### src/rtl/chk_dly_pkg.sv
package chk_dly_pkg;
  typedef enum logic [1:0] {
    PH_IDLE = 2'd0,
    PH_ANTE = 2'd1,
    PH_CONS = 2'd2
  } phase_t;
endpackage

### src/rtl/chk_dly_regs.sv
module chk_dly_regs #(
  parameter int DW     = 8,
  parameter int RST_D1 = 2,
  parameter int RST_D2 = 7
) (
  input  logic          clk,
  input  logic          rst_n,
  input  logic          we,
  input  logic [DW-1:0] wd1,
  input  logic [DW-1:0] wd2,
  output logic [DW-1:0] d1,
  output logic [DW-1:0] d2
);
  always_ff @(posedge clk) begin
    if (!rst_n) begin
      d1 <= DW'(RST_D1);
      d2 <= DW'(RST_D2);
    end else if (we) begin
      d1 <= wd1;
      d2 <= wd2;
    end
  end
endmodule

### src/rtl/chk_alloc.sv
module chk_alloc #(
  parameter int N = 16
) (
  input  logic [N-1:0] busy,
  output logic [N-1:0] grant,
  output logic         any_free
);
  logic [N:0] taken;
  assign taken[0] = 1'b0;
  for (genvar i = 0; i < N; i++) begin : g_chain
    assign grant[i]   = ~busy[i] & ~taken[i];
    assign taken[i+1] = taken[i] | ~busy[i];
  end
  assign any_free = taken[N];
endmodule

### src/rtl/chk_slot.sv
module chk_slot
  import chk_dly_pkg::*;
#(
  parameter int DW = 8
) (
  input  logic          clk,
  input  logic          rst_n,
  input  logic          load,
  input  logic          load_cons,
  input  logic [DW-1:0] load_ctr,
  input  logic [DW-1:0] load_d2,
  input  logic          smp_b,
  input  logic          smp_c,
  output logic          busy,
  output logic          hit_pass,
  output logic          hit_fail,
  output logic          hit_vac
);
  phase_t        phase_q;
  logic [DW-1:0] ctr_q;
  logic [DW-1:0] d2_q;
  logic          due;

  assign busy = (phase_q != PH_IDLE);
  assign due  = busy && (ctr_q == DW'(1));

  always_comb begin
    hit_pass = 1'b0;
    hit_fail = 1'b0;
    hit_vac  = 1'b0;
    if (due) begin
      if (phase_q == PH_ANTE) begin
        if (!smp_b) begin
          hit_vac = 1'b1;
        end else if (d2_q == '0) begin
          hit_pass = smp_c;
          hit_fail = ~smp_c;
        end
      end else begin
        hit_pass = smp_c;
        hit_fail = ~smp_c;
      end
    end
  end

  always_ff @(posedge clk) begin
    if (!rst_n) begin
      phase_q <= PH_IDLE;
      ctr_q   <= '0;
      d2_q    <= '0;
    end else if (load) begin
      phase_q <= load_cons ? PH_CONS : PH_ANTE;
      ctr_q   <= load_ctr;
      d2_q    <= load_d2;
    end else if (busy) begin
      if (due) begin
        if ((phase_q == PH_ANTE) && smp_b && (d2_q != '0)) begin
          phase_q <= PH_CONS;
          ctr_q   <= d2_q;
        end else begin
          phase_q <= PH_IDLE;
        end
      end else begin
        ctr_q <= ctr_q - DW'(1);
      end
    end
  end
endmodule

### src/rtl/chk_dly_impl.sv
module chk_dly_impl #(
  parameter int SLOTS  = 16,
  parameter int DW     = 8,
  parameter int RST_D1 = 2,
  parameter int RST_D2 = 7,
  localparam int CW    = $clog2(SLOTS + 2)
) (
  input  logic          clk,
  input  logic          rst_n,
  input  logic          sig_a,
  input  logic          sig_b,
  input  logic          sig_c,
  input  logic          cfg_we,
  input  logic [DW-1:0] cfg_d1,
  input  logic [DW-1:0] cfg_d2,
  output logic [CW-1:0] pass_cnt,
  output logic [CW-1:0] fail_cnt,
  output logic [CW-1:0] vac_cnt,
  output logic          overflow
);
  logic [DW-1:0]    d1_q, d2_q;
  logic             a_prev;
  logic             start, z1, need_slot;
  logic             imm_pass, imm_fail, imm_vac;
  logic [SLOTS-1:0] busy, grant, load;
  logic [SLOTS-1:0] s_pass, s_fail, s_vac;
  logic             any_free;
  logic [DW-1:0]    load_ctr;
  logic [CW-1:0]    sum_p, sum_f, sum_v;

  chk_dly_regs #(.DW(DW), .RST_D1(RST_D1), .RST_D2(RST_D2)) u_regs (
    .clk(clk), .rst_n(rst_n), .we(cfg_we), .wd1(cfg_d1), .wd2(cfg_d2),
    .d1(d1_q), .d2(d2_q)
  );

  always_ff @(posedge clk) begin
    if (!rst_n) a_prev <= 1'b0;
    else        a_prev <= sig_a;
  end

  assign start     = sig_a & ~a_prev;
  assign z1        = (d1_q == '0);
  assign imm_vac   = start & z1 & ~sig_b;
  assign imm_pass  = start & z1 & sig_b & (d2_q == '0) & sig_c;
  assign imm_fail  = start & z1 & sig_b & (d2_q == '0) & ~sig_c;
  assign need_slot = start & ~(z1 & (~sig_b | (d2_q == '0)));
  assign load_ctr  = z1 ? d2_q : d1_q;
  assign load      = grant & {SLOTS{need_slot}};

  chk_alloc #(.N(SLOTS)) u_alloc (
    .busy(busy), .grant(grant), .any_free(any_free)
  );

  for (genvar i = 0; i < SLOTS; i++) begin : g_slot
    chk_slot #(.DW(DW)) u_slot (
      .clk(clk), .rst_n(rst_n),
      .load(load[i]), .load_cons(z1), .load_ctr(load_ctr), .load_d2(d2_q),
      .smp_b(sig_b), .smp_c(sig_c),
      .busy(busy[i]), .hit_pass(s_pass[i]), .hit_fail(s_fail[i]),
      .hit_vac(s_vac[i])
    );
  end

  always_comb begin
    sum_p = CW'(imm_pass);
    sum_f = CW'(imm_fail);
    sum_v = CW'(imm_vac);
    for (int i = 0; i < SLOTS; i++) begin
      sum_p = sum_p + CW'(s_pass[i]);
      sum_f = sum_f + CW'(s_fail[i]);
      sum_v = sum_v + CW'(s_vac[i]);
    end
  end

  always_ff @(posedge clk) begin
    if (!rst_n) begin
      pass_cnt <= '0;
      fail_cnt <= '0;
      vac_cnt  <= '0;
      overflow <= 1'b0;
    end else begin
      pass_cnt <= sum_p;
      fail_cnt <= sum_f;
      vac_cnt  <= sum_v;
      if (need_slot && !any_free) overflow <= 1'b1;
    end
  end
endmodule

### config.mk
export PLATFORM = sky130hd
export DESIGN_NAME = chk_dly_impl
export DESIGN_NICKNAME = d
export VERILOG_FILES = /design/src/rtl/chk_dly_pkg.sv /design/src/rtl/chk_dly_regs.sv /design/src/rtl/chk_alloc.sv /design/src/rtl/chk_slot.sv /design/src/rtl/chk_dly_impl.sv
export SDC_FILE = /design/constraint.sdc
export NUM_CORES = 1
export LEC_CHECK = 0
export BUFFER_PORTS_ARGS = -buffer_cell sky130_fd_sc_hd__buf_2
export CAP_MARGIN = 0
export CORE_UTILIZATION = 58
export DETAILED_ROUTE_END_ITERATION = 8
export GPL_TIMING_DRIVEN = 0
export HOLD_SLACK_MARGIN = 0.03
export PLACE_DENSITY_LB_ADDON = 0.15
export SLEW_MARGIN = 20
export SYNTH_ARGS = -nofsm -noshare
export SYNTH_HDL_FRONTEND = slang
export SYNTH_HIERARCHICAL = 1
export SYNTH_SLANG_ARGS = --single-unit
### constraint.sdc
create_clock -name clk -period 4.7 [get_ports clk]
set_input_delay 0.47 -clock clk [delete_from_list [all_inputs] [get_ports clk]]
set_output_delay 0.47 -clock clk [all_outputs]
set_load 0.02 [all_outputs]
==> impl_metrics.tcl, run 1 <==
set metrics [dict create \
    nets 2455 \
    cp.required_ns 5.10 \
    place_hpwl_mm 35.6 \
    routed_via_density 6.14 \
    power.density_mw_per_mm2 306 \
    fin_skew_ns 0.0184 \
    wl_met1_mm 24.4 \
    firstDrtPassIters 7 \
    synthArstFlopShare 0 \
    total_leakage_power_uw 0.00844 \
    postSynthCellCount 2266 \
    cts_made_buffers 38 \
    cts_tree "yes" \
    violations "negative setup slack" \
    synthFlopType "dfxtp_1" \
    outcome "finished with violations" \
    wl_met3_mm 4.02 \
    max_freq_mhz 204 \
    antenna_found_initial 0 \
    synth_cell_type_count 52 \
    ios 38 \
    io_buffers 36 \
    route.detailed.drc 0 \
    ys_seq_area_frac 0.333 \
    placed_area_sq_mm 0.0203 \
    die_w_microns 184 \
    top_layer "met4" \
    final_common_cell "dfxtp_1" \
    min_path_type "input port to register" \
    ys_ff_latch 321 \
    syn_nets 2365 \
    routed_wl_mm 54.9 \
    rows 66 \
    area.growth.synth_to_final_pct 12.6 \
    gp_congestion 0.941 \
    drt.antenna.violating_nets 0 \
    cts_root_buf "clkbuf_16" \
    core_sq_mm 0.0326 \
    yosysWarnings 6 \
    worst_pin_slew_ns 1.02 \
    finalCoreUtilization 0.666 \
    clk_pin_slew_worst_paths_ns 0.06 \
    avgSynthCellArea_sq_um 8.52 \
    layout_setup_ws_ns -0.212 \
    grt_pass1_vias 16200 \
    wl_met2_mm 24.1 \
    worstPathArrival_ns 5.31 \
    clk_latency_ns 0.53 \
    ctsLongestPathBuffers 3 \
    synth_edf_count 0 \
    wl_per_cell_microns 19.4 \
    start_util 0.592 \
    clkSinkCount 321 \
    worst-path-buf-inv 1 \
    antenna-diode-count 0 \
    path_class "register to register" \
    htree_levels 2 \
    max_cap_violations 0 \
    num_vias 17400 \
    slowest_stage "fa_2" \
    worstSetupEndpointType "register" \
    layout-drive-gt1-share 0.126 \
    final_area_sq_mm 0.0217 \
    maxSlewViolCount 0 \
    synth_area_sq_mm 0.0193 \
    min_period_over_period 1.05 \
    nFillCells 2751 \
    setup_viol 10 \
    grt_max_degree 51 \
    hold_viol 0 \
    critPathLaunchType "register" \
    drt_iter0_drc 1272 \
    max_stage_delay_ns 0.58 \
    path_cells "or4_4, or4_4, nor3_2, inv_1, fa_2, fa_1, fa_1, fa_1, fa_2, fa_2, xnor2_1, and2_1" \
    min_period_ns 4.91 \
    grt_pass1_wl_mm 86.7 \
    die_h_microns 184 \
    slew_headroom 0.319 \
    crit_family "adder cells" \
    worstPathMaxFanout 4 \
    grt_usage 0.325 \
    die_area_sq_mm 0.0340 \
    mostFrequentLayoutCells "303 x dfxtp_1, 178 x nand2_1, 176 x o21ai_0, 162 x mux2i_1, 156 x inv_1" \
    vdd_drop_max_mv 0.317 \
    ctsHoldBuffers 0 \
    rsz0062_at_grt "true" \
    grt_overflow 0 \
]
==> power breakdown <==
part	internal [uW]	switching [uW]	total, uW
Sequential	2790	105	2890
Clock	1860	1160	3030
Combinational	310	425	735
Total	4960	1690	6650
==> routing by layer <==
metal	vias to the layer above	track usage
met3	176	0.0468
met5	-	0
li1	8301	-
met1	8214	0.442
met4	0	0.146
met2	673	0.509
==> Yosys cell counts (34+ instances only) <==
cell type | instances | area [sq um]
a21o_1 | 35 | 263
a21oi_1 | 70 | 350
a31oi_1 | 96 | 601
clkbuf_1 | 98 | 368
dfxtp_1 | 321 | 6430
ha_1 | 44 | 551
inv_1 | 160 | 601
mux2i_1 | 162 | 1620
nand2_1 | 178 | 668
nand2b_1 | 35 | 219
nor2_1 | 104 | 390
nor2b_1 | 148 | 926
nor3_1 | 68 | 340
o21ai_0 | 176 | 881
o221ai_1 | 48 | 420
or4_4 | 34 | 383
xnor2_1 | 43 | 377
==> sequential cells by signal (all words and copies together), names as in the netlist <==
| signal | cells |
|---|---|
| g_slot.u_slot/d2_q | 128 |
| a_prev | 1 |
| overflow | 1 |
| g_slot.u_slot/ctr_q | 128 |
| g_slot.u_slot/phase_q | 32 |
| pass_cnt | 5 |
| vac_cnt | 5 |
| fail_cnt | 5 |
| u_regs/d1 | 8 |
| u_regs/d2 | 8 |
==> cell families after synthesis <==
| kind of cell | after synthesis | share of synthesized area |
|---|---|---|
| xor+xnor | 67 | 0.0304 |
| flops | 321 | 0.333 |
| compound gates | 604 | 0.209 |
| simple gates | 742 | 0.213 |
| buf+inv | 293 | 0.0679 |
| fa+ha+maj | 77 | 0.0628 |
| mux | 162 | 0.0840 |
==> worst register-to-register path: stages (launching register included) <==
cell and delay (ns):
dfxtp_2 0.33, or4_4 0.56, or4_4 0.54, nor3_2 0.18, inv_1 0.11, fa_2 0.59, fa_1 0.45, fa_1 0.54
fa_1 0.43, fa_2 0.38, fa_2 0.37, xnor2_1 0.13, and2_1 0.18
==> layout make-up <==
cell class	instances	area, sq um	share of cell area
clock buffer	57	1190	0.0549
timing repair buffer	65	433	0.0199
sequential	321	6450	0.297
multi-input combinational	1653	11800	0.544
inverter	160	601	0.0276
buffer	117	561	0.0258
clock inverter	11	123	0.00564
tap	442	553	0.0254
==> worst paths after layout <==
path                             startpoint  depth (start not counted)      endpoint  slack (ns)
setup / recovery  g_slot[8].u_slot/ctr_q[5]                         12   fail_cnt[2]       -0.21
hold / removal                    cfg_d2[1]                          3  u_regs/d2[1]        0.17
setup reg to reg  g_slot[8].u_slot/ctr_q[5]                         12   fail_cnt[2]       -0.21
hold reg to reg                    overflow                          1      overflow        0.48
==> stage by stage <==
stage                     worst slack [ns]  hold WS, ns  setup TNS (ns)  cells  total power, uW
final                               -0.212        0.168           -1.50   2826             6650
after global routing                -0.295        0.170           -2.53   2826             6880
after CTS                           -0.278        0.157           -1.79   2821             6680
after detailed placement            -0.522        0.464           -5.14   2746             3660
after global placement              -0.927        0.462          -10.48   2744             3630
after floorplan                     -0.107        0.482          -0.302   2266             3420
==> what timing repair did <==
action | CTS | global route
buffers inserted | 22 | 5
setup endpoints to repair | 15 | 13
gates resized for setup | 21 | 16
gates cloned | 1 | 0
pin swaps | 47 | 16
Power figures use the tool's default switching activity.
==> run 2, diff against run 1 <==
--- a/config.mk
+++ b/config.mk
@@ -7,12 +7,12 @@
 export LEC_CHECK = 0
 export BUFFER_PORTS_ARGS = -buffer_cell sky130_fd_sc_hd__buf_2
 export CAP_MARGIN = 0
-export CORE_UTILIZATION = 58
+export CORE_MARGIN = 2
+export CORE_UTILIZATION = 30
 export DETAILED_ROUTE_END_ITERATION = 8
 export GPL_TIMING_DRIVEN = 0
 export HOLD_SLACK_MARGIN = 0.03
 export PLACE_DENSITY_LB_ADDON = 0.15
-export SLEW_MARGIN = 20
 export SYNTH_ARGS = -nofsm -noshare
 export SYNTH_HDL_FRONTEND = slang
 export SYNTH_HIERARCHICAL = 1
==> run 2 against run 1 <==
Effect of this change:
- the flow still finishes with violations (negative setup slack)
- non-clock buffer count increased by 4
- combinational power up 3.0%
- routed wire length rose by 16%
- register-to-register slack is essentially flat
- sequential cell count unchanged
- worst hold slack worse by 0.041 ns
- via count down 2.9%
- clock power rose by 7.9%
- utilization down 31 points
- total power up 4.1%
- die area increased by 95%
- critical endpoint unchanged
- largest cell class unchanged
==> impl_metrics.tcl, run 2 (synthesis results as in run 1) <==
set metrics [dict create \
    outcome "finished with violations" \
    violations "negative setup slack" \
    ctsHoldBuffers 0 \
    grt_pass1_vias 16500 \
    mostFrequentLayoutCells "294 x dfxtp_1, 178 x nand2_1, 176 x o21ai_0, 161 x mux2i_1, 156 x inv_1" \
    htree_levels 2 \
    route.detailed.drc 0 \
    cp_common_cell "fa_1" \
    min_period_over_period 1.04 \
    swShare 0.262 \
    drt_iter0_drc 1065 \
    crit_family "adder cells" \
    min_path_type "input port to register" \
    worstSetupEndpointType "register" \
    io_buffers 36 \
    regToRegStartpoint "g_slot[4].u_slot/ctr_q[2]" \
    die_area_sq_mm 0.0664 \
    layout-drive-gt1-share 0.135 \
    clk_pin_slew_worst_paths_ns 0.05 \
    worst-path-buf-inv 1 \
    cts_made_buffers 42 \
    path_class "register to register" \
    grt_max_degree 51 \
    worstPathMaxFanout 6 \
    slew_headroom 0.0341 \
    path_cells "or4_4, or4_4, nor3_2, inv_1, fa_1, fa_1, fa_1, fa_1, fa_2, fa_2, xnor2_2, and2_1" \
    fin_skew_ns 0.0138 \
    clkSinkCount 321 \
    intPower_uw 5110 \
    hold_viol 0 \
    p_switching_uw 1820 \
    routed_via_density 5.20 \
    grt_usage 0.189 \
    startpoint "g_slot[4].u_slot/ctr_q[2]" \
    seqPwrFrac 0.419 \
    nets 2462 \
    grt_overflow 0 \
    die_h_microns 258 \
    multiInputGateArea_sq_mm 0.0119 \
    drt.antenna.violating_nets 0 \
    wl_per_cell_microns 19.6 \
    power_frac_clock 0.472 \
    worst_pin_slew_ns 1.45 \
    power.density_mw_per_mm2 308 \
    reg.largest.list "g_slot.u_slot/ctr_q x128, g_slot.u_slot/d2_q x128, g_slot.u_slot/phase_q x32" \
    maxSlewViolCount 0 \
    core_sq_mm 0.0633 \
    max_cap_violations 0 \
    num_vias 16900 \
    firstDrtPassIters 5 \
    setup_viol 11 \
    gp_congestion 0.823 \
    max_stage_delay_ns 0.58 \
    worstPathArrival_ns 5.37 \
    max_freq_mhz 204 \
    clk_latency_ns 0.57 \
    ctsLongestPathBuffers 3 \
    critPathLaunchType "register" \
    ios 38 \
    nFillCells 6575 \
    layout_setup_ws_ns -0.211 \
    cp.required_ns 5.15 \
    fin_cells 3239 \
    setup_tns_ns -1.00 \
    die_w_microns 258 \
    slowest_stage "fa_1" \
    grt_pass1_wl_mm 97.6 \
    worstHoldStart "cfg_d2[1]" \
    combPwrFrac 0.109 \
    start_util 0.305 \
    post-place-cells 3153 \
    area.growth.synth_to_final_pct 16.5 \
    final_common_cell "dfxtp_1" \
    cts_root_buf "clkbuf_16" \
    place_hpwl_mm 41.9 \
    regArea_sq_mm 0.00648 \
    rsz0062_at_grt "true" \
    total_leakage_power_uw 0.00855 \
    rows 92 \
    vdd_drop_max_mv 0.238 \
    min_period_ns 4.91 \
    routed_wl_mm 63.6 \
    antenna_found_initial 1 \
    cts_tree "yes" \
]
==> run 2: cell types whose count changed in the layout (fill, tap and decap cells not counted), moves of 6 or more <==
cell / delta
dfxtp_1: -9
clkbuf_8: -8
dfxtp_4: +7
clkbuf_16: +6
nor3b_2: +6
==> run 2: worst register-to-register path, delay by kind of cell (launching register included) <==
family | cells | cell delay (ns)
fa+ha+maj | 6 | 2.90
flops | 1 | 0.36
xor+xnor | 1 | 0.16
simple gates | 4 | 1.31
buf+inv | 1 | 0.08
==> run 2: power by group through the flow <==
stage | Sequential, uW | Combinational [uW] | Clock (uW)
after CTS | 2900 | 754 | 3350
after global placement | 2960 | 715 | 0
after global routing | 2910 | 839 | 3450
after floorplan | 2910 | 518 | 0
final | 2900 | 757 | 3270
after detailed placement | 2960 | 743 | 0
==> run 2: path summary, 6_finish.rpt <==
check | end | slack, ns | depth (start not counted)
worst max-delay path | fail_cnt[2] | -0.21 | 12
worst max register to register | fail_cnt[2] | -0.21 | 12
worst min register to register | g_slot[0].u_slot/ctr_q[6] | 0.52 | 2
worst min-delay path | u_regs/d2[1] | 0.13 | 3
==> run 2: cell type report <==
| type | count | share of cell area |
|---|---|---|
| Sequential cell | 321 | 0.288 |
| Buffer | 117 | 0.0249 |
| Tap cell | 846 | 0.0471 |
| Clock buffer | 60 | 0.0557 |
| Inverter | 160 | 0.0267 |
| Multi-Input combinational cell | 1652 | 0.528 |
| Clock inverter | 12 | 0.00635 |
| Antenna cell | 2 | 0.000223 |
| Timing Repair Buffer | 69 | 0.0229 |
==> run 2: layer usage <==
layer	up-vias	GRT usage	wire, microns
li1	8329	-	-
met1	8035	0.241	28400
met4	2	0.0944	3230
met3	151	0.0253	2500
met5	-	0	13
met2	338	0.312	29500
==> run 2: per-stage QoR <==
stage	setup WS (ns)	hold WS, ns	util	instance area, sq um	total power (uW)
6_report	-0.211	0.127	0.355	22500	6930
5_1_grt	-0.355	0.132	0.355	22500	7200
4_1_cts	-0.313	0.0998	0.353	22300	7000
3_5_place_dp	-0.825	0.501	0.329	20900	3700
3_3_place_gp	-1.38	0.499	0.327	20700	3680
2_1_floorplan	-0.107	0.482	-	19500	3420
==> run 2: what timing repair did <==
action,in CTS,in global routing
gates resized for setup,28,40
pin swaps,35,20
setup endpoints to repair,15,12
buffers inserted,22,6
==> run 3, diff against run 2 <==
--- a/config.mk
+++ b/config.mk
@@ -8,7 +8,7 @@
 export BUFFER_PORTS_ARGS = -buffer_cell sky130_fd_sc_hd__buf_2
 export CAP_MARGIN = 0
 export CORE_MARGIN = 2
-export CORE_UTILIZATION = 30
+export CORE_UTILIZATION = 53
 export DETAILED_ROUTE_END_ITERATION = 8
 export GPL_TIMING_DRIVEN = 0
 export HOLD_SLACK_MARGIN = 0.03
==> run 3 against run 2 <==
Effect of this change:
- the flow finishes with violations (max-capacitance violations, max-slew violations, negative setup slack)
- utilization grew 25 points
- clock power down 5%
- setup slack worse by 0.078 ns
- clock skew is 0.011 ns higher
- design area shrank 3.0%
- combinational power fell by 2%
- global-route usage up 11 points
- sequential share of layout area is 0.85 points higher
- via count grew 3.1%
- critical endpoint is now vac_cnt[2]
- highest routed layer is now met4
==> impl_metrics.tcl, run 3 (synthesis results as in run 1) <==
set metrics [dict create \
    outcome "finished with violations" \
    violations "max-capacitance violations, max-slew violations, negative setup slack" \
    maxSlewViolCount 34 \
    ios 38 \
    regToRegStartpoint "g_slot[0].u_slot/ctr_q[4]" \
    die_w_microns 195 \
    p_switching_uw 1740 \
    seqPwrFrac 0.430 \
    max_stage_delay_ns 0.62 \
    firstDrtPassIters 5 \
    worst-path-buf-inv 1 \
    fin_skew_ns 0.0247 \
    cts_root_buf "clkbuf_16" \
    layout_setup_ws_ns -0.289 \
    ctsHoldBuffers 0 \
    worstPathMaxFanout 4 \
    max_freq_mhz 200 \
    vdd_drop_max_mv 0.216 \
    rsz0062_at_grt "true" \
    setup_viol 12 \
    combPwrFrac 0.110 \
    clk_latency_ns 0.56 \
    power.density_mw_per_mm2 309 \
    min_period_ns 4.99 \
    num_vias 17400 \
    routed_via_density 6.10 \
    clkSinkCount 321 \
    total_leakage_power_uw 0.00846 \
    cp.required_ns 5.13 \
    route.detailed.drc 0 \
    grt_usage 0.296 \
    grt_max_degree 51 \
    grt_pass1_vias 16400 \
    crit_family "adder cells" \
    core_sq_mm 0.0357 \
    post-place-cells 2763 \
    mostFrequentLayoutCells "299 x dfxtp_1, 178 x nand2_1, 176 x o21ai_0, 160 x mux2i_1, 153 x inv_1" \
    path_class "register to register" \
    power_frac_clock 0.459 \
    nets 2458 \
    place_hpwl_mm 36.6 \
    die_area_sq_mm 0.0380 \
    routed_wl_mm 57.0 \
    grt_overflow 0 \
    holdWs_ns 0.149 \
    regArea_sq_mm 0.00647 \
    htree_levels 2 \
    drt_iter0_drc 1363 \
    intPower_uw 5000 \
    layout-drive-gt1-share 0.124 \
    nFillCells 3200 \
    cp_common_cell "fa_2" \
    worstSetupEndpointType "register" \
    finalCoreUtilization 0.610 \
    slowest_stage "fa_1" \
    multiInputGateArea_sq_mm 0.0118 \
    hold_viol 0 \
    reg.largest.list "g_slot.u_slot/ctr_q x128, g_slot.u_slot/d2_q x128, g_slot.u_slot/phase_q x32" \
    area.growth.synth_to_final_pct 12.9 \
    path_cells "or4_4, or4_4, nor3_4, inv_2, fa_1, fa_2, fa_2, fa_1, fa_2, fa_2, xnor2_1, and2_1" \
    worstPathArrival_ns 5.42 \
    wl_per_cell_microns 20.0 \
    drt.antenna.violating_nets 0 \
    io_buffers 36 \
    swShare 0.258 \
    start_util 0.540 \
    cts_made_buffers 39 \
    critPathLaunchType "register" \
    clk_pin_slew_worst_paths_ns 0.06 \
    worstHoldStart "cfg_d2[1]" \
    grt_pass1_wl_mm 89.4 \
    max_cap_violations 2 \
    slew_headroom -0.0280 \
    startpoint "g_slot[0].u_slot/ctr_q[4]" \
    min_period_over_period 1.06 \
    ctsLongestPathBuffers 3 \
    cts_tree "yes" \
    die_h_microns 195 \
    antenna_found_initial 2 \
    gp_congestion 0.864 \
    fin_cells 2846 \
    worst_pin_slew_ns 1.54 \
    rows 69 \
    min_path_type "input port to register" \
    final_common_cell "dfxtp_1" \
]
[run 3: per-stage QoR]
stage	power (uW)	area, sq um	setup TNS (ns)	worst slack, ns
floorplan	3420	19500	-0.302	-0.107
global placement	3640	20200	-12.24	-1.03
detailed placement	3660	20200	-12.13	-1.01
CTS	6770	21700	-2.26	-0.278
global route	6990	21800	-3.12	-0.334
finish	6740	21800	-1.99	-0.289
[run 3: final timing paths]
check / end / slack (ns) / cells past startpoint
min: u_regs/d2[1] / 0.15 / 3
max reg2reg: vac_cnt[2] / -0.29 / 12
max: vac_cnt[2] / -0.29 / 12
min reg2reg: g_slot[4].u_slot/ctr_q[6] / 0.52 / 2
[run 3: timing repair]
action	in CTS	in global routing
endpoints found under the setup margin	15	13
setup buffers	23	5
gates cloned	1	0
resized for setup	44	20
pin swaps	39	10
[run 3: routing by layer]
metal,GRT usage,share of wire
met5,0,0
met2,0.482,0.45
met4,0.160,0.054
met1,0.377,0.42
met3,0.0496,0.073
[run 3: power by group through the flow]
stage,registers (uW),clock network [uW],logic (uW)
floorplan,2910,0,518
global placement,2950,0,685
detailed placement,2960,0,698
CTS,2900,3150,722
global route,2910,3270,814
finish,2900,3100,742
[run 3: layout make-up]
cell class                 count  area share
timing repair buffer          65      0.0198
buffer                       119      0.0269
clock inverter                12     0.00941
sequential                   321       0.297
clock buffer                  54      0.0502
tap                          461      0.0265
antenna                        1    0.000115
multi-input combinational   1653       0.543
inverter                     160      0.0276
[run 3: worst register-to-register path: cells and delay by family, from the launching register on]
| family | cells | cell delay (ns) |
|---|---|---|
| buffers and inverters | 1 | 0.07 |
| adders and majority gates | 6 | 2.89 |
| xor gates and xnor gates | 1 | 0.14 |
| DFF | 1 | 0.34 |
| and+or+nand+nor | 4 | 1.42 |
